## src/rtl/fdiv_pkg.sv

```systemverilog
package fdiv_pkg;

    localparam int DEF_SIG_W    = 8;
    localparam int DEF_EXP_W    = 10;
    localparam int DEF_BITS_PER = 3;

    // side-channel flags that ride beside the significand datapath
    typedef struct packed {
        logic sgn;
        logic byp;
    } fdiv_flag_t;

    function automatic int quo_width(input int sig_w);
        return 2 * sig_w + 2;
    endfunction

endpackage

```

## src/rtl/fdiv_setup.sv

```systemverilog
module fdiv_setup
    import fdiv_pkg::*;
#(
    parameter int SIG_W = DEF_SIG_W,
    parameter int EXP_W = DEF_EXP_W,
    parameter int QW    = quo_width(SIG_W),
    parameter int RX_W  = EXP_W + 2
) (
    input  logic             clk,
    input  logic             rst_n,
    input  logic             up_valid,
    output logic             up_ready,
    input  logic             a_sgn,
    input  logic [EXP_W-1:0] a_exp,
    input  logic [SIG_W-1:0] a_sig,
    input  logic             b_sgn,
    input  logic [EXP_W-1:0] b_exp,
    input  logic [SIG_W-1:0] b_sig,
    input  logic             byp,
    output logic             dn_valid,
    input  logic             dn_ready,
    output fdiv_flag_t       dn_flag,
    output logic [RX_W-1:0]  dn_exp,
    output logic [SIG_W:0]   dn_rem,
    output logic [SIG_W-1:0] dn_dvs,
    output logic [QW-1:0]    dn_quo
);

    typedef struct packed {
        logic             vld;
        fdiv_flag_t       flg;
        logic [RX_W-1:0]  ex;
        logic [SIG_W:0]   rem;
        logic [SIG_W-1:0] dvs;
        logic [QW-1:0]    quo;
    } st_t;

    st_t st_d, st_q;

    always_comb begin
        st_d     = st_q;
        up_ready = !st_q.vld || dn_ready;
        if (up_ready) begin
            st_d.vld = up_valid;
            if (up_valid) begin
                st_d.flg.sgn = a_sgn ^ b_sgn;
                st_d.flg.byp = byp;
                st_d.ex      = {{2{a_exp[EXP_W-1]}}, a_exp}
                             - {{2{b_exp[EXP_W-1]}}, b_exp}
                             + RX_W'(1);
                st_d.rem     = {1'b0, a_sig};
                st_d.dvs     = b_sig;
                st_d.quo     = '0;
            end
        end
    end

    always_ff @(posedge clk) begin
        if (!rst_n) st_q <= '0;
        else        st_q <= st_d;
    end

    assign dn_valid = st_q.vld;
    assign dn_flag  = st_q.flg;
    assign dn_exp   = st_q.ex;
    assign dn_rem   = st_q.rem;
    assign dn_dvs   = st_q.dvs;
    assign dn_quo   = st_q.quo;

    AST_SIG_NORMALISED: assert property (@(posedge clk) disable iff (!rst_n)
        up_valid && up_ready |-> a_sig[SIG_W-1] && b_sig[SIG_W-1]);

    AST_SETUP_HOLD: assert property (@(posedge clk) disable iff (!rst_n)
        dn_valid && !dn_ready |=> dn_valid && $stable(dn_exp) && $stable(dn_rem));

endmodule

```

## src/rtl/fdiv_calc.sv

```systemverilog
module fdiv_calc
    import fdiv_pkg::*;
#(
    parameter int SIG_W    = DEF_SIG_W,
    parameter int RX_W     = DEF_EXP_W + 2,
    parameter int QW       = quo_width(SIG_W),
    parameter int BITS_PER = DEF_BITS_PER,
    parameter int ABS_BASE = 0
) (
    input  logic             clk,
    input  logic             rst_n,
    input  logic             up_valid,
    output logic             up_ready,
    input  fdiv_flag_t       up_flag,
    input  logic [RX_W-1:0]  up_exp,
    input  logic [SIG_W:0]   up_rem,
    input  logic [SIG_W-1:0] up_dvs,
    input  logic [QW-1:0]    up_quo,
    output logic             dn_valid,
    input  logic             dn_ready,
    output fdiv_flag_t       dn_flag,
    output logic [RX_W-1:0]  dn_exp,
    output logic [SIG_W:0]   dn_rem,
    output logic [SIG_W-1:0] dn_dvs,
    output logic [QW-1:0]    dn_quo
);

    // quotient bits not yet resolved after this stage
    localparam logic [QW-1:0] PEND_MASK = {QW{1'b1}} >> (ABS_BASE + BITS_PER);

    typedef struct packed {
        logic             vld;
        fdiv_flag_t       flg;
        logic [RX_W-1:0]  ex;
        logic [SIG_W:0]   rem;
        logic [SIG_W-1:0] dvs;
        logic [QW-1:0]    quo;
    } st_t;

    st_t st_d, st_q;
    logic [SIG_W:0]   r_w;
    logic [SIG_W+1:0] t_w;
    logic [QW-1:0]    q_w;

    always_comb begin
        st_d     = st_q;
        up_ready = !st_q.vld || dn_ready;
        r_w      = up_rem;
        q_w      = up_quo;
        t_w      = '0;
        for (int k = 0; k < BITS_PER; k++) begin
            if (ABS_BASE + k < QW) begin
                // absolute step 0 compares the dividend itself, later steps shift in a zero
                if (ABS_BASE + k == 0) t_w = {1'b0, r_w};
                else                   t_w = {r_w, 1'b0};
                if (t_w >= {2'b00, up_dvs}) begin
                    t_w = t_w - {2'b00, up_dvs};
                    q_w[QW-1-((ABS_BASE+k) % QW)] = 1'b1;
                end
                r_w = t_w[SIG_W:0];
            end
        end
        if (up_ready) begin
            st_d.vld = up_valid;
            if (up_valid) begin
                st_d.flg = up_flag;
                st_d.ex  = up_exp;
                st_d.rem = r_w;
                st_d.dvs = up_dvs;
                st_d.quo = q_w;
            end
        end
    end

    always_ff @(posedge clk) begin
        if (!rst_n) st_q <= '0;
        else        st_q <= st_d;
    end

    assign dn_valid = st_q.vld;
    assign dn_flag  = st_q.flg;
    assign dn_exp   = st_q.ex;
    assign dn_rem   = st_q.rem;
    assign dn_dvs   = st_q.dvs;
    assign dn_quo   = st_q.quo;

    AST_REM_BELOW_DVS: assert property (@(posedge clk) disable iff (!rst_n)
        dn_valid |-> dn_rem < {1'b0, dn_dvs});

    AST_PENDING_ZERO: assert property (@(posedge clk) disable iff (!rst_n)
        dn_valid |-> (dn_quo & PEND_MASK) == '0);

    AST_CALC_HOLD: assert property (@(posedge clk) disable iff (!rst_n)
        dn_valid && !dn_ready |=> dn_valid && $stable(dn_quo) && $stable(dn_rem) && $stable(dn_flag));

endmodule

```

## src/rtl/fdiv_final.sv

```systemverilog
module fdiv_final
    import fdiv_pkg::*;
#(
    parameter int SIG_W = DEF_SIG_W,
    parameter int RX_W  = DEF_EXP_W + 2,
    parameter int QW    = quo_width(SIG_W)
) (
    input  logic             clk,
    input  logic             rst_n,
    input  logic             up_valid,
    output logic             up_ready,
    input  fdiv_flag_t       up_flag,
    input  logic [RX_W-1:0]  up_exp,
    input  logic [SIG_W:0]   up_rem,
    input  logic [SIG_W-1:0] up_dvs,
    input  logic [QW-1:0]    up_quo,
    output logic             out_valid,
    input  logic             out_ready,
    output logic             out_sgn,
    output logic [RX_W-1:0]  out_exp,
    output logic [SIG_W-1:0] out_mant,
    output logic             out_lsb,
    output logic             out_guard,
    output logic             out_round,
    output logic             out_sticky,
    output logic             out_bypass
);

    typedef struct packed {
        logic             vld;
        logic             sgn;
        logic             byp;
        logic [RX_W-1:0]  ex;
        logic [SIG_W-1:0] mant;
        logic             lsb;
        logic             grd;
        logic             rnd;
        logic             stk;
    } st_t;

    st_t st_d, st_q;

    always_comb begin
        st_d     = st_q;
        up_ready = !st_q.vld || out_ready;
        if (up_ready) begin
            st_d.vld = up_valid;
            if (up_valid) begin
                st_d.sgn  = up_flag.sgn;
                st_d.byp  = up_flag.byp;
                st_d.ex   = up_exp;
                st_d.mant = '0;
                st_d.lsb  = 1'b0;
                st_d.grd  = 1'b0;
                st_d.rnd  = 1'b0;
                st_d.stk  = 1'b0;
                if (!up_flag.byp) begin
                    st_d.mant = up_quo[QW-1:SIG_W+2];
                    st_d.lsb  = up_quo[SIG_W+2];
                    st_d.grd  = up_quo[SIG_W+1];
                    st_d.rnd  = up_quo[SIG_W];
                    st_d.stk  = (|up_quo[SIG_W-1:0]) | (|up_rem);
                end
            end
        end
    end

    always_ff @(posedge clk) begin
        if (!rst_n) st_q <= '0;
        else        st_q <= st_d;
    end

    assign out_valid  = st_q.vld;
    assign out_sgn    = st_q.sgn;
    assign out_bypass = st_q.byp;
    assign out_exp    = st_q.ex;
    assign out_mant   = st_q.mant;
    assign out_lsb    = st_q.lsb;
    assign out_guard  = st_q.grd;
    assign out_round  = st_q.rnd;
    assign out_sticky = st_q.stk;

    AST_FINAL_REM_BOUND: assert property (@(posedge clk) disable iff (!rst_n)
        up_valid |-> up_rem < {1'b0, up_dvs});

    AST_MANT_NORM: assert property (@(posedge clk) disable iff (!rst_n)
        out_valid && !out_bypass |-> out_mant[SIG_W-1:SIG_W-2] != 2'b00);

    AST_BYPASS_QUIET: assert property (@(posedge clk) disable iff (!rst_n)
        out_valid && out_bypass |-> {out_mant, out_lsb, out_guard, out_round, out_sticky} == '0);

    AST_OUT_HOLD: assert property (@(posedge clk) disable iff (!rst_n)
        out_valid && !out_ready |=> out_valid && $stable(out_mant) && $stable(out_exp)
                                 && $stable(out_sticky) && $stable(out_sgn));

endmodule

```

## src/rtl/fdiv_sig_pipe.sv

```systemverilog
module fdiv_sig_pipe
    import fdiv_pkg::*;
#(
    parameter int SIG_W    = DEF_SIG_W,
    parameter int EXP_W    = DEF_EXP_W,
    parameter int BITS_PER = DEF_BITS_PER
) (
    input  logic               clk,
    input  logic               rst_n,
    input  logic               in_valid,
    output logic               in_ready,
    input  logic               in_sgn_a,
    input  logic [EXP_W-1:0]   in_exp_a,
    input  logic [SIG_W-1:0]   in_sig_a,
    input  logic               in_sgn_b,
    input  logic [EXP_W-1:0]   in_exp_b,
    input  logic [SIG_W-1:0]   in_sig_b,
    input  logic               in_bypass,
    output logic               out_valid,
    input  logic               out_ready,
    output logic               out_sgn,
    output logic [EXP_W+1:0]   out_exp,
    output logic [SIG_W-1:0]   out_mant,
    output logic               out_lsb,
    output logic               out_guard,
    output logic               out_round,
    output logic               out_sticky,
    output logic               out_bypass
);

    localparam int QW       = quo_width(SIG_W);
    localparam int RX_W     = EXP_W + 2;
    localparam int NUM_CALC = (QW + BITS_PER - 1) / BITS_PER;

    // link 0 is the setup stage output, link g+1 the output of calculate stage g
    logic             lv [0:NUM_CALC];
    logic             lr [0:NUM_CALC];
    fdiv_flag_t       lf [0:NUM_CALC];
    logic [RX_W-1:0]  lx [0:NUM_CALC];
    logic [SIG_W:0]   lm [0:NUM_CALC];
    logic [SIG_W-1:0] ld [0:NUM_CALC];
    logic [QW-1:0]    lq [0:NUM_CALC];

    fdiv_setup #(.SIG_W(SIG_W), .EXP_W(EXP_W), .QW(QW), .RX_W(RX_W)) u_setup (
        .clk(clk), .rst_n(rst_n),
        .up_valid(in_valid), .up_ready(in_ready),
        .a_sgn(in_sgn_a), .a_exp(in_exp_a), .a_sig(in_sig_a),
        .b_sgn(in_sgn_b), .b_exp(in_exp_b), .b_sig(in_sig_b),
        .byp(in_bypass),
        .dn_valid(lv[0]), .dn_ready(lr[0]), .dn_flag(lf[0]), .dn_exp(lx[0]),
        .dn_rem(lm[0]), .dn_dvs(ld[0]), .dn_quo(lq[0])
    );

    for (genvar g = 0; g < NUM_CALC; g++) begin : g_calc
        fdiv_calc #(
            .SIG_W(SIG_W), .RX_W(RX_W), .QW(QW),
            .BITS_PER(BITS_PER), .ABS_BASE(g * BITS_PER)
        ) u_calc (
            .clk(clk), .rst_n(rst_n),
            .up_valid(lv[g]), .up_ready(lr[g]), .up_flag(lf[g]), .up_exp(lx[g]),
            .up_rem(lm[g]), .up_dvs(ld[g]), .up_quo(lq[g]),
            .dn_valid(lv[g+1]), .dn_ready(lr[g+1]), .dn_flag(lf[g+1]), .dn_exp(lx[g+1]),
            .dn_rem(lm[g+1]), .dn_dvs(ld[g+1]), .dn_quo(lq[g+1])
        );
    end

    fdiv_final #(.SIG_W(SIG_W), .RX_W(RX_W), .QW(QW)) u_final (
        .clk(clk), .rst_n(rst_n),
        .up_valid(lv[NUM_CALC]), .up_ready(lr[NUM_CALC]), .up_flag(lf[NUM_CALC]),
        .up_exp(lx[NUM_CALC]), .up_rem(lm[NUM_CALC]), .up_dvs(ld[NUM_CALC]),
        .up_quo(lq[NUM_CALC]),
        .out_valid(out_valid), .out_ready(out_ready), .out_sgn(out_sgn),
        .out_exp(out_exp), .out_mant(out_mant), .out_lsb(out_lsb),
        .out_guard(out_guard), .out_round(out_round), .out_sticky(out_sticky),
        .out_bypass(out_bypass)
    );

    AST_READY_WHEN_FLOWING: assert property (@(posedge clk) disable iff (!rst_n)
        !out_valid |-> in_ready);

endmodule

```

## config.mk

```make
export PLATFORM = sky130hd
export DESIGN_NAME = fdiv_sig_pipe
export DESIGN_NICKNAME = d
export VERILOG_FILES = /design/src/rtl/fdiv_pkg.sv /design/src/rtl/fdiv_setup.sv /design/src/rtl/fdiv_calc.sv /design/src/rtl/fdiv_final.sv /design/src/rtl/fdiv_sig_pipe.sv
export SDC_FILE = /design/constraint.sdc
export NUM_CORES = 1
export LEC_CHECK = 0
export ABC_AREA = 1
export BUFFER_PORTS_ARGS = -buffer_cell sky130_fd_sc_hd__buf_2
export CORE_MARGIN = 3
export CORE_UTILIZATION = 45
export DETAILED_ROUTE_END_ITERATION = 10
export GPL_TIMING_DRIVEN = 0
export PLACE_DENSITY = 0.69
export RECOVER_POWER = 100
export SLEW_MARGIN = 20
export SYNTH_ARGS = -nofsm -noshare
export SYNTH_HDL_FRONTEND = slang
export SYNTH_SLANG_ARGS = --single-unit
```

## constraint.sdc

```tcl
create_clock -name clk -period 5.7 [get_ports clk]
set_input_delay 0.285 -clock clk [delete_from_list [all_inputs] [get_ports clk]]
set_output_delay 0.285 -clock clk [all_outputs]
set_load 0.02 [all_outputs]
```

* Yosys cells after proc, flatten, opt, wreduce, memory -nomap -nowiden
Cells that the tools add are included.
** Cells by class
- Bitwise logic cells :: 2
- Muxes and demuxes :: 37
- Multipliers :: 0
- Add/subtract/negate cells :: 20
- Equal/unequal tests :: 0
- Shifts and indexed selects :: 0
- $lt $le $gt $ge :: 18
- Reduce and logical (&&, ||, !) cells :: 26
- Divide/modulo/power cells :: 0
** Operators with widths (count)
- $ge A10 B8 Y1 :: 17
- $mux W9 :: 18
- $sub A9 B8 Y9 :: 17
- $mux W1 :: 18
- $reduce_and A2 Y1 :: 8
- $add A12 B1 Y12 const B :: 1
- $mux W12 :: 1
- $sub A10 B10 Y11 :: 1
- $reduce_or A9 Y1 :: 1
- $sub A8 B8 Y9 :: 1
- $ge A8 B8 Y1 :: 1
- $logic_not A1 Y1 :: 8
- $logic_or A1 B1 Y1 :: 8
- $reduce_or A8 Y1 :: 1
- $or A1 B1 Y1 :: 1
- $xor A1 B1 Y1 :: 1
** Storage, ports and cells
- Output and inout port bits :: 28
- ROM bits :: 0
- Input port bits :: 43
- Memory bits (writable) :: 0
- Memories :: 0
- Flip-flop bits (word level) :: 305
- Latch bits :: 0

* Longest topological paths before layout
Gate-level depths: netlist of run 1.
- Depth after elaboration :: 10
- Depth in mapped cells :: 38
- Gate-level depth less buffers :: 36

* By module
Synthesis of run 1 repeated with hierarchy kept, for this count alone.
** Unflattened totals
- Cell total of the unflattened synthesis :: 3221
- Area total of the unflattened synthesis :: 22340.2 sq um
** By module, submodules not included
- fdiv_calc at g_calc[1].u_calc ... :: area an instance 3194.3 sq um, cells each 468, instances 3
- fdiv_calc at g_calc[0].u_calc :: area an instance 3326.9 sq um, cells each 480, instances 1
- fdiv_calc at g_calc[5].u_calc :: area an instance 3250.6 sq um, cells each 472, instances 1
- fdiv_calc at g_calc[3].u_calc :: area an instance 3113.0 sq um, cells each 450, instances 1
- fdiv_setup :: area an instance 1993.2 sq um, cells each 287, instances 1
- fdiv_final :: area an instance 1073.5 sq um, cells each 128, instances 1

* Least setup slack after synthesis of run 1
OpenSTA, ideal clock, no wires.
- Kind :: register to register
- Start :: register g_calc[3].u_calc.st_q (netlist bit g_calc[3].u_calc.dn_dvs[0])
- End :: register g_calc[4].u_calc.st_q (netlist bit g_calc[4].u_calc.dn_rem[3])
- Path buffers :: 2
- Cell stages (with the launch flop) :: 34
- Clock period less this slack :: 4.742 ns
- Arrival :: 4.633 ns
- Setup time :: 0.109 ns
- Path slack :: 0.958 ns
- Cells stage by stage :: dfxtp_1 > buf_4 > inv_2 > fa_1 > nand3_1 > nand2_1 > nand2_1 > nand3_2 > or2_2 > o21ai_0 > inv_1 > ha_1 > a21oi_1 > o21ai_1 > a21oi_1 > nand3_2 > nor2_1 > buf_2 > nand2_1 > nand2_1 > inv_1 > ha_1 > nand2_1 > inv_1 > nand2_1 > nand2_1 > a21oi_1 > nand3_1 > nor2_4 > nand2_4 > nand2_1 > nand3_1 > nand2_1 > inv_1
** Between the ends
- Longest elaborated chain between the ends :: 6
- Elaborated cells between the ends (all ways) :: 9
- Those cells by class :: add/sub: 3; order compare: 3; mux: 3
** RTL lines
- start: declaration :: RTL line fdiv_calc.sv:40 : st_t st_d, st_q;
- start signal: assignment :: RTL line fdiv_calc.sv:77 : else st_q <= st_d;
- $sub A9 B8 Y9 or $ge A10 B8 Y1 (tied branches) :: RTL line fdiv_calc.sv:57, fdiv_calc.sv:56
- $mux W9 :: RTL line fdiv_calc.sv:56 : if (t_w >= {2'b00, up_dvs}) begin
- $sub A9 B8 Y9 or $ge A10 B8 Y1 (tied branches) :: RTL line fdiv_calc.sv:57, fdiv_calc.sv:56
- $mux W9 :: RTL line fdiv_calc.sv:56
- $sub A9 B8 Y9 or $ge A10 B8 Y1 (tied branches) :: RTL line fdiv_calc.sv:57, fdiv_calc.sv:56
- $mux W9 * :: RTL line fdiv_calc.sv:56
- end signal: assignment :: RTL line fdiv_calc.sv:77
- end: declaration :: RTL line fdiv_calc.sv:40
Every way passes the cells marked *; elsewhere a longest branch is shown, timed or not.
A chain may end at the register's enable or synchronous reset.

* Final worst setup path of run 1
- Start :: register g_calc[2].u_calc.st_q (netlist bit g_calc[2].u_calc.dn_dvs[0])
- End :: register g_calc[3].u_calc.st_q (netlist bit g_calc[3].u_calc.dn_rem[2])
** Between the ends
- Longest elaborated chain between the ends :: 6
- Elaborated cells between the ends (all ways) :: 9
- Those cells by class :: add/sub: 3; order compare: 3; mux: 3
** RTL lines (RTL line)
- start: declaration :: fdiv_calc.sv:40
- start signal: assignment :: fdiv_calc.sv:77
- $sub A9 B8 Y9 or $ge A10 B8 Y1 (tied branches) :: fdiv_calc.sv:57, fdiv_calc.sv:56
- $mux W9 :: fdiv_calc.sv:56
- $sub A9 B8 Y9 or $ge A10 B8 Y1 (tied branches) :: fdiv_calc.sv:57, fdiv_calc.sv:56
- $mux W9 :: fdiv_calc.sv:56
- $sub A9 B8 Y9 or $ge A10 B8 Y1 (tied branches) :: fdiv_calc.sv:57, fdiv_calc.sv:56
- $mux W9 * :: fdiv_calc.sv:56
Marks and branches as above.

==> results by stage, run 1 <==
Placed design:
- During placement, the flow inserted port buffers numbering 70.
- The HPWL after detailed placement is 41270 um.
- The global placer's final weighted congestion is 0.8876.

Setup path:
- The kind of critical path is reg -> reg.
- The largest fanout on the critical path is 10.
- The most numerous cell type found on the critical path is nand2_1.
- The family with the most delay on the worst path is simple AND/OR/NAND/NOR gates.
- The longest individual stage delay on the worst path is 530 ps.
- The endpoint type of the worst setup path is a flop.
- The required time of the critical path is 6100 ps.
- Data on the critical path arrives at its endpoint at 5740 ps.
- The kind of launch point of the worst setup path is a flop.
- The master of the slowest instance on the critical path is fa_1.
- The number of buffers and inverters on the critical path is 6.

Global routing:
- The first global-routing pass estimated 85400 um of wire.
- The remaining global-route overflow is 0.
- The initial antenna violation count is 1.
- The all-layer global routing usage is 0.2185.
- Entering global routing, the biggest net connects 14 pins.
- The via count of the first global-routing pass is 17920.

Floorplan:
- The core footprint is 42320 um^2.
- The initial utilization of the core area, before any placement, comes to 0.4602.
- The floorplan step set the die width to 214.0 um.
- The die outline height is 214.0 um.
- The number of core rows is 75.
- The top-level port count is 71.
- The die covers 45810 um^2.

STA:
- The worst pin sits at a relative slew slack of 0.4596.
- The slew at the pin with the worst max-slew slack is 810.5 ps.
- The upper clock frequency limit is 0.1870 GHz.
- The final count of hold timing violations is 0.
- The worst hold-check slack is 17.42 ps.
- Of the available clock period, the critical path in the final layout requires 0.9382.
- For the final database, setup skew stands at 22.30 ps.
- The max-slew violation count is 0.
- After layout, the minimum clock period comes to 5348 ps.
- The setup TNS after final layout is 0 ps.
- The number of endpoints failing setup at the final stage is 0.

Finish:
- Registers take 6087 um^2.
- The area of the multi-input gates is 11740 um^2.
- The ratio of cells with drive above 1 in the final layout is 0.07416.
- The repair_antennas step left the layout with diodes totalling 0.
- The net count reported at finish is 3178.
- Counting the fill cells in the layout gives 4183.
- The synthesis-to-layout area growth is 11.31%.

Synthesis:
- The synthesized net count is 3066.
- The synthesized area per cell is 6.783 um^2.
- Synthesis handed over a netlist of 2871 instances.
- In this run, synthesis inferred 0 flip-flops with an integrated enable.
- The share of the yosys chip area belonging to registers is 0.3125.
- Summed over all instances, the cell type with the most area after synthesis is dfxtp_1.
- The area share of the largest cell type after synthesis is 0.3125.
- Synthesis instantiated 51 different standard cells from the library.
- After synthesis, the share of flip-flops with an asynchronous set or reset is 0.
- The synthesized netlist occupies a cell area of 19470 um^2.
- Ranked by total cell area, the synthesized netlist is headed by dfxtp_1, nand2_1, ha_1.
- The predominant post-synthesis flop cell is dfxtp_1.
- In this run, synthesis produced a sequential element count of 304.
- The Yosys step of the flow raised 0 warnings.

Route:
- Dividing the detail-routed via count by the number of cells gives 5.191.
- The final route contains 18600 vias.
- The routed length per instance is 14.46 um.
- The detailed-router iteration count before antenna repair is 5.
- The number of routed nets with antenna violations is 0.
- For this run, design rule violations remaining after detail routing come to 0.
- For this block, the routed nets add up to 51810 um of wire.
- In this run, the number of DRC markers left after iteration 0 of detailed routing was 1098.

Clocking:
- The H-tree was split into 2 levels.
- The root buffer selected by CTS is clkbuf_16.
- In this run, post-CTS hold repair placed 0 buffers.
- The TritonCTS clock tree is done.
- The clock insertion delay at the later pin of the skew report is 520 ps.
- The clock sink count is 304.
- After clock tree synthesis, the clock-pin slew on the worst setup and hold paths is 60 ps.
- The CTS buffer count is 34.
- The deepest clock path buffer count is 3.

Run status:
- The flow ran to the end, and the final reports show no timing, DRC or antenna violations.

Min path:
- The tightest min-delay check is of the in -> reg type.

Run:
- The tool flagged a number of max-cap violations equal to 0.
synthesized netlist by cell type (12+ instances only):
master    instances
nand4_1          39
nor2_1          429
xnor2_1          52
ha_1            144
o21ai_0         282
nand2_1         546
buf_2            13
dfxtp_1         304
o21bai_1         12
xor2_1           62
nand3_2          13
o211ai_1         16
clkbuf_1         73
a21oi_1         242
inv_1           309
nand3_1         151
inv_2            13
nand2_2          22
placed cells by master (no fill, tap or decap), drive strengths merged, types with 16 or more instances in the layout:
master / count
nand4: 40
buf: 66
ha: 144
o21ai: 292
nand2: 577
clkbuf: 161
a21oi: 249
xor2: 62
inv: 325
o211ai: 16
nand3: 166
nor2: 450
xnor2: 52
dfxtp: 304
or2: 18
worst paths after layout:
path,from,end,slack [ps],depth (start not counted)
worst max-delay path,g_calc[2].u_calc.dn_dvs[0]$_SDFFE_PN0P_,g_calc[3].u_calc.dn_rem[2]$_SDFFE_PN0P_,350,28
worst min-delay path,in_sig_a[2],u_setup.dn_rem[2]$_SDFFE_PN0P_,20,3
worst max register to register,g_calc[2].u_calc.dn_dvs[0]$_SDFFE_PN0P_,g_calc[3].u_calc.dn_rem[2]$_SDFFE_PN0P_,350,28
worst min register to register,u_setup.dn_exp[11]$_SDFFE_PN0P_,u_setup.dn_exp[11]$_SDFFE_PN0P_,460,2
metrics by stage:
| step | utilization | area, um^2 | setup slack (ps) | cells |
|---|---|---|---|---|
| after floorplan | - | 19470 | 958.1 | 2871 |
| after global placement | 0.4855 | 20550 | 68.80 | 3518 |
| after detailed placement | 0.4855 | 20550 | 119.0 | 3518 |
| after CTS | 0.5110 | 21620 | 51.87 | 3578 |
| after global routing | 0.5122 | 21680 | -17.84 | 3584 |
| final | 0.5122 | 21680 | 352.2 | 3584 |
sequential cells by signal, summed over array words and instances (netlist names), 2 cells and up:
signal                  cells
g_calc.u_calc.dn_dvs       40
u_setup.dn_exp             12
u_setup.dn_dvs              8
u_final.out_mant            8
g_calc.u_calc.dn_flag      12
g_calc.u_calc.dn_rem       54
u_setup.dn_flag             2
u_final.out_exp            12
g_calc.u_calc.dn_valid      6
g_calc.u_calc.dn_quo       63
u_setup.dn_rem              8
g_calc.u_calc.dn_exp       72
worst reg2reg max path: cells and delay by family (launching register included):
kind            cells  cell delay (ps)
flops               1              300
fa+ha+maj           3             1220
buf+inv             6              780
simple gates       14             1790
compound gates      5             1140
logic make-up after synthesis:
family,synth area share
xor+xnor,0.05127
fa+ha+maj,0.1007
buf+inv,0.08744
simple gates,0.2837
compound gates,0.1643
flops,0.3125
layout make-up:
class | count | share of cell area
Buffer | 104 | 0.02182
Clock buffer | 48 | 0.04306
Clock inverter | 12 | 0.006638
Inverter | 324 | 0.05610
Multi-Input combinational cell | 2139 | 0.5416
Sequential cell | 304 | 0.2808
Tap cell | 577 | 0.03330
Timing Repair Buffer | 76 | 0.01662
timing repair:
item | in CTS | in global routing
buffers inserted | 0 | 6
gates resized for setup | 0 | 21
setup endpoints to repair | 0 | 47
hold endpoints to repair | 0 | 0
routing by layer:
| metal | vias up | share of wire | GRT usage |
|---|---|---|---|
| li1 | 9582 | - | - |
| met1 | 8518 | 0.45 | 0.2697 |
| met2 | 409 | 0.49 | 0.3986 |
| met3 | 93 | 0.038 | 0.02267 |
| met4 | 2 | 0.026 | 0.07055 |
| met5 | - | 0.00035 | 0 |
Power of run 1 is not shown: default switching activity piles up to over one toggle a cycle in this logic, so the estimate is an artifact.
==> inputs of run 2 (changes only) <==
--- a/config.mk
+++ b/config.mk
@@ -7,13 +7,15 @@
 export LEC_CHECK = 0
 export ABC_AREA = 1
 export BUFFER_PORTS_ARGS = -buffer_cell sky130_fd_sc_hd__buf_2
+export CORE_ASPECT_RATIO = 0.7
 export CORE_MARGIN = 3
-export CORE_UTILIZATION = 45
+export CORE_UTILIZATION = 40
 export DETAILED_ROUTE_END_ITERATION = 10
 export GPL_TIMING_DRIVEN = 0
-export PLACE_DENSITY = 0.69
+export PLACE_DENSITY = 0.63
 export RECOVER_POWER = 100
 export SLEW_MARGIN = 20
 export SYNTH_ARGS = -nofsm -noshare
 export SYNTH_HDL_FRONTEND = slang
+export SYNTH_HIERARCHICAL = 1
 export SYNTH_SLANG_ARGS = --single-unit
==> results by stage, run 2 <==
Run status:
- The flow ran to the end, and the final reports show no timing, DRC or antenna violations.

Global routing:
- The remaining global-route overflow came to 0 (unchanged).
- The wire length of the first global-routing pass is 94320 um (+10%).
- The via count of the first global-routing pass is 18220 (+1.7%).
- The all-layer global routing usage is 0.1956 (-0.02289).
- The pin count of the biggest net entering global routing came to 31 (+17).
- The initial antenna violation count is 0 (-1).

Min path:
- The class of the worst hold path is in -> reg.

Finish:
- The total of fill cells in the finished design came to 5691 (+36%).
- The ratio of cells with drive above 1 in the final layout is 0.1034 (+0.02928).
- The final non-filler cell total was 4104 (+15%).
- The area occupied by registers came to 6989 um^2 (+15%).
- The synthesis-to-layout area growth is 12.55%.
- The utilization of the core after routing is 0.4590 (-0.05322).
- The antenna cell count came to 0 (unchanged).
- The number of flip-flops under the largest register name is 108 (+50%).
- The most common cell after layout, fill and taps aside is nand2_1.
- The net count reported at finish is 3554 (+12%).
- In the layout the commonest cells are nand2_1, nor2_1, dfxtp_1.
- The area of the multi-input gates was 13210 um^2 (+12%).

STA:
- The slack of the critical path is 392.0 ps (+39.82 ps).
- The upper clock frequency limit came to 0.1884 GHz (+0.75%).
- The worst hold-check slack is 82.75 ps (+65.33 ps).
- The worst setup skew after layout was 14.37 ps (-7.933 ps).
- The number of endpoints failing setup at the final stage is 0 (unchanged).
- The relative slew slack came to 0.4837 (+0.02404).
- The post-route fraction of the period consumed by the critical path is 0.9312 (-0.006986).
- The final count of hold timing violations came to 0 (unchanged).
- The minimum clock period after layout came to 5308 ps (-39.82 ps).
- The slew at the pin with the worst max-slew slack is 774.5 ps (-36.07 ps).
- The max-slew violation count is 0 (unchanged).

Floorplan:
- The die outline height came to 202.7 um (-5.3%).
- The core footprint is 54190 um^2 (+28%).
- The area enclosed by the die boundary is 58150 um^2 (+27%).
- The top-level port count is 71 (unchanged).
- The number of core rows is 71 (-5.3%).
- The horizontal extent of the die is 286.9 um (+34%).
- The initial cell density of the core was 0.4078 (-0.05238).

Clocking:
- The root buffer selected by CTS is clkbuf_16.
- The CTS buffer count is 36 (+5.9%).
- The deepest clock path buffer count is 3 (unchanged).
- The maximum level of the CTS H-tree is 2 (unchanged).
- TritonCTS built the clock tree.
- The clock transition at the registers of the reported paths is 70 ps (about the same).
- The clock insertion delay at the later pin of the skew report is 560 ps (+40 ps).
- The clock sink count is 349 (+15%).

Run:
- The max-capacitance violation count came to 0 (unchanged).

Setup path:
- The data arrival time of the critical path is 5720 ps (-20 ps).
- The largest fanout on the critical path was 10 (unchanged).
- The required time of the critical path is 6120 ps (+20 ps).
- The kind of launch point of the worst setup path is a flop.
- The kind of critical path is reg -> reg.
- The register-to-register path setup slack came to 390 ps (+40 ps).
- STA classifies the critical path endpoint as a flop.

Placed design:
- The number of input and output port buffers inserted came to 70 (unchanged).
- The placed wire-length estimate is 44780 um (+8.5%).
- The pre-CTS setup slack is 27.29 ps (-91.70 ps).
- The global placer's final weighted congestion is 0.9067 (+2.2%).
- The placed instance count is 4014 (+14%).

Synthesis:
- The synthesized area per cell is 6.914 um^2 (+1.9%).
- The total of warnings raised by yosys was 6 (+6).
- The synthesized cell area was 22100 um^2 (+13%).
- The number of cells produced by synthesis is 3196 (+11%).

Route:
- The post-route DRC violation count came to 0 (unchanged).
- The detailed-router iteration count before antenna repair is 5 (unchanged).
- The ratio of routed vias to standard cells was 4.945 (-4.7%).
- The total vias in the final route is 20290 (+9.1%).
- The violation count after the first detailed-routing iteration is 1479 (+35%).
- The routed length per instance is 14.06 um (-2.8%).
- The total wire length is 57690 um (+11%).
- The number of routed nets with antenna violations was 0 (unchanged).
run 2: changes by cell type in the layout (fill, tap and decap cells not counted), sizes merged, moves of 12 or more:
cell,delta
clkbuf,+12
inv,+24
nand2,+79
buf,+26
nor2,+112
dfxtp,+45
o21ai,+23
dlygate4sd3,+16
a21oi,-31
conb,+19
nand4,+70
run 2: final timing paths:
path | from | end | cells after the start
setup / recovery | u_setup/dn_dvs[6]$_SDFFE_PN0P_ | g_calc[0].u_calc/dn_rem[1]$_SDFFE_PN0P_ | 26
hold / removal | in_bypass | u_setup/dn_flag[0]$_SDFFE_PN0P_ | 3
setup reg to reg | u_setup/dn_dvs[6]$_SDFFE_PN0P_ | g_calc[0].u_calc/dn_rem[1]$_SDFFE_PN0P_ | 26
hold reg to reg | g_calc[5].u_calc/dn_quo[16]$_SDFFE_PN0P_ | u_final/out_mant[6]$_SDFFE_PN0P_ | 2
run 2: layer usage:
layer,vias up,share of wire,GRT usage
li1,10700,-,-
met1,9082,0.55,0.3172
met2,453,0.38,0.2675
met3,54,0.059,0.02772
met4,0,0.013,0.04033
met5,-,0,0
run 2: repair_timing:
| item | CTS | global route |
|---|---|---|
| gates resized for setup | 1 | 25 |
| buffers inserted | 0 | 11 |
| hold buffers | 16 | 0 |
| gates cloned | 0 | 1 |
| endpoints found under the setup margin | 3 | 47 |
| pin swaps | 0 | 2 |
| hold endpoints to repair | 16 | 0 |
run 2: through the flow:
stage / area [um^2] / TNS [ps]
floorplan: 22170 / 0
global placement: 23430 / 0
finish: 24870 / 0
global route: 24870 / -126.2
CTS: 24810 / 0
detailed placement: 23430 / 0
run 2: worst max-delay path, cell delays in order (launching register included):
cell and delay (ps):
dfxtp_1 350, inv_2 90, ha_1 360, nand2_1 90
nand2_1 100, a21oi_4 260, nand4_2 200, buf_4 230
o21ai_0 160, inv_1 100, ha_1 350, a21oi_1 230
o21a_1 130, o21ai_1 100, a21oi_2 260, nand3_4 160
buf_6 190, o21ai_2 170, inv_1 60, ha_1 350
a21oi_1 180, nand2_1 160, a221oi_4 400, buf_4 200
nand4_1 100, nand3_1 120, a21oi_1 70
run 2: area by class of cell:
type,count,share of cell area
multi-input combinational,2378,0.5311
sequential,349,0.2810
inverter,351,0.05312
clock buffer,47,0.03909
tap,730,0.03672
buffer,137,0.02671
timing repair buffer,97,0.02244
clock inverter,15,0.009810
Power of run 2 is left out for the same reason.
==> inputs of run 3 (changes only) <==
--- a/config.mk
+++ b/config.mk
@@ -12,10 +12,11 @@
 export CORE_UTILIZATION = 40
 export DETAILED_ROUTE_END_ITERATION = 10
 export GPL_TIMING_DRIVEN = 0
-export PLACE_DENSITY = 0.63
+export PLACE_DENSITY = 0.65
 export RECOVER_POWER = 100
 export SLEW_MARGIN = 20
 export SYNTH_ARGS = -nofsm -noshare
 export SYNTH_HDL_FRONTEND = slang
 export SYNTH_HIERARCHICAL = 1
 export SYNTH_SLANG_ARGS = --single-unit
+export TNS_END_PERCENT = 100
==> constraint.sdc (replaced) <==
create_clock -name clk -period 4.5 [get_ports clk]
set_input_delay 0.225 -clock clk [delete_from_list [all_inputs] [get_ports clk]]
set_output_delay 0.225 -clock clk [all_outputs]
set_load 0.02 [all_outputs]
==> results by stage, run 3 (synthesis gave the netlist of run 2 again) <==
Setup path:
- The largest fanout on the critical path came to 5 (-5).
- The data arrival time of the critical path is 4910 ps (-810 ps).
- The worst setup path is captured at a flop.
- The depth of the most critical reg-to-reg path was 26 (unchanged).
- The worst flop-to-flop path endpoint is g_calc[0].u_calc/dn_rem[3]$_SDFFE_PN0P_.
- The origin of the worst setup path is u_setup/dn_dvs[5]$_SDFFE_PN0P_.
- The reg-to-reg startpoint is u_setup/dn_dvs[5]$_SDFFE_PN0P_.
- Following the worst setup path forward leads to its endpoint at g_calc[0].u_calc/dn_rem[3]$_SDFFE_PN0P_.
- The critical path is of the reg -> reg type.
- The register-to-register path setup slack is 20 ps (-370 ps).
- STA classifies the critical path startpoint as a flop.
- The required time of the critical path is 4930 ps (-1190 ps).

STA:
- The minimum clock period after layout is 4478 ps (-830.5 ps).
- The slew at the pin with the worst max-slew slack is 766.9 ps (-7.561 ps).
- The relative slew slack is 0.4887 (+0.005041).
- The final count of hold timing violations is 0 (unchanged).
- The worst setup skew after layout is 26.89 ps (+12.53 ps).
- The upper clock frequency limit was 0.2233 GHz (+19%).
- The slack of the critical path is 22.44 ps (-369.5 ps).
- The post-route fraction of the period consumed by the critical path was 0.9950 (+0.06378).
- The max-slew violation count was 0 (unchanged).
- The number of endpoints failing setup at the final stage is 0 (unchanged).

Global routing:
- The initial antenna violation count was 0 (unchanged).
- The wire length of the first global-routing pass came to 98480 um (+4.4%).
- The all-layer global routing usage came to 0.2048 (+0.009148).
- The via count of the first global-routing pass is 19140 (+5.1%).
- The remaining global-route overflow is 0 (unchanged).
- The pin count of the biggest net entering global routing was 31 (unchanged).

Finish:
- The antenna cell count was 0 (unchanged).
- From synthesis to final layout, the design area changed by 28.92%.
- The final non-filler cell total is 4249 (+3.5%).
- The library cells used most frequently in the layout, excluding fill and tap cells, are nand2_1, nor2_1, dfxtp_1.
- The library cell used most frequently in the layout, excluding fill and tap cells, is nand2_1.
- The number of flip-flops under the largest register name is 108 (unchanged).
- The net count reported at finish is 3696 (+4.0%).
- The ratio of cells with drive above 1 in the final layout came to 0.2401 (+0.1367).

Clocking:
- The deepest clock path buffer count is 3 (unchanged).
- The clock sink count is 349 (unchanged).
- The clock insertion delay at the later pin of the skew report was 570 ps (about the same).
- The maximum level of the CTS H-tree is 2 (unchanged).
- The TritonCTS clock tree is done.
- The CTS buffer count came to 38 (+5.6%).
- The tree is rooted in a clkbuf_16.
- The clock transition at the registers of the reported paths is 60 ps (about the same).

Placed design:
- The pre-CTS setup slack came to -867.7 ps (-895.0 ps).
- The placed wire-length estimate came to 44800 um (about the same).
- The number of input and output port buffers inserted is 70 (unchanged).
- The placed instance count is 4014 (unchanged).
- The global placer's final weighted congestion was 0.9118 (+0.56%).

Route:
- The number of routed nets with antenna violations came to 0 (unchanged).
- The routed length per instance came to 14.96 um (+6.4%).
- The detailed-router iteration count before antenna repair is 6 (+1).
- The total wire length is 63570 um (+10%).
- The violation count after the first detailed-routing iteration is 1676 (+13%).
- The ratio of routed vias to standard cells came to 5.067 (+2.5%).
- The post-route DRC violation count is 0 (unchanged).
- The total vias in the final route is 21530 (+6.1%).

Floorplan:
- The number of core rows is 71 (unchanged).
- The area enclosed by the die boundary is 58150 um^2 (unchanged).
- The top-level port count is 71 (unchanged).
- The die outline height is 202.7 um (unchanged).
- The horizontal extent of the die came to 286.9 um (unchanged).
- The initial cell density of the core is 0.4078 (unchanged).
- The core footprint is 54190 um^2 (unchanged).

Run status:
- The flow ran to the end, and the final reports show no timing, DRC or antenna violations.

Min path:
- The worst hold path belongs to the class in -> reg.

Run:
- The max-capacitance violation count is 0 (unchanged).
[run 3: cell count changes in the layout (fill, tap and decap cells not counted), sizes merged]
cell	change
clkinvlp	+2
clkbuf	+3
clkinv	+3
nor2	+1
a21oi	-1
nand4	+1
dlygate4sd3	+3
nand3	+7
buf	+126
[run 3: through the flow]
stage	hold slack (ps)	cell area, um^2	utilization	setup TNS [ps]
after floorplan	360.7	22310	-	0
final	49.09	28490	0.5257	0
after CTS	6.532	26380	0.4869	-32.81
after detailed placement	456.4	23570	0.4349	-44420
after global placement	449.3	23570	0.4349	-42540
after global routing	21.67	28490	0.5257	-3027
[run 3: layout make-up]
class	instances	area, um^2
tap	730	913.4
timing repair buffer	230	1743
multi-input combinational	2386	15300
buffer	136	732.0
inverter	351	1423
clock inverter	20	302.8
fill	5179	25700
sequential	349	7047
clock buffer	47	1025
[run 3: routing by layer]
layer / GRT usage / part of all wire
met2: 0.2897 / 0.41
met4: 0.03997 / 0.014
met3: 0.03569 / 0.063
met1: 0.3209 / 0.52
met5: 0 / 0
[run 3: repair_timing]
item,CTS,global route
setup endpoints to repair,60,60
endpoints found under the hold margin,19,0
pin swaps,38,134
gates resized for setup,167,384
buffers inserted,53,81
gates cloned,9,8
hold buffers,19,0
[run 3: worst min-delay path by stage]
| stage | start | endpoint | slack (ps) | cells after the start |
|---|---|---|---|---|
| 6_report | in_sgn_b | u_setup/dn_flag[1]$_SDFFE_PN0P_ | 50 | 3 |
| 5_1_grt | in_sgn_b | u_setup/dn_flag[1]$_SDFFE_PN0P_ | 20 | 3 |
| 2_1_floorplan | rst_n | u_final/out_exp[11]$_SDFFE_PN0P_ | 360 | 2 |
| 3_5_place_dp | g_calc[5].u_calc/dn_rem[4]$_SDFFE_PN0P_ | g_calc[5].u_calc/dn_rem[4]$_SDFFE_PN0P_ | 460 | 2 |
| 3_3_place_gp | g_calc[4].u_calc/dn_quo[1]$_SDFFE_PN0P_ | g_calc[5].u_calc/dn_quo[1]$_SDFFE_PN0P_ | 450 | 2 |
| 4_1_cts | in_sgn_b | u_setup/dn_flag[1]$_SDFFE_PN0P_ | 7 | 3 |
[run 3: worst max-delay path: stages (launching register included)]
cell	delay (ps)
dfxtp_2	360
inv_4	80
ha_4	300
nand2_2	80
nor2_4	160
nand3_2	110
nand4_4	130
buf_6	140
nand2_1	50
nand2_1	140
inv_1	110
ha_1	310
ha_1	210
a21oi_2	200
nand3_4	140
buf_12	170
o21ai_4	160
inv_2	60
ha_4	260
a21oi_2	190
nand2_2	100
a221oi_4	270
buf_6	170
buf_6	110
nand4_1	120
nand3_1	120
a21oi_1	70
Power of run 3 is left out for the same reason.
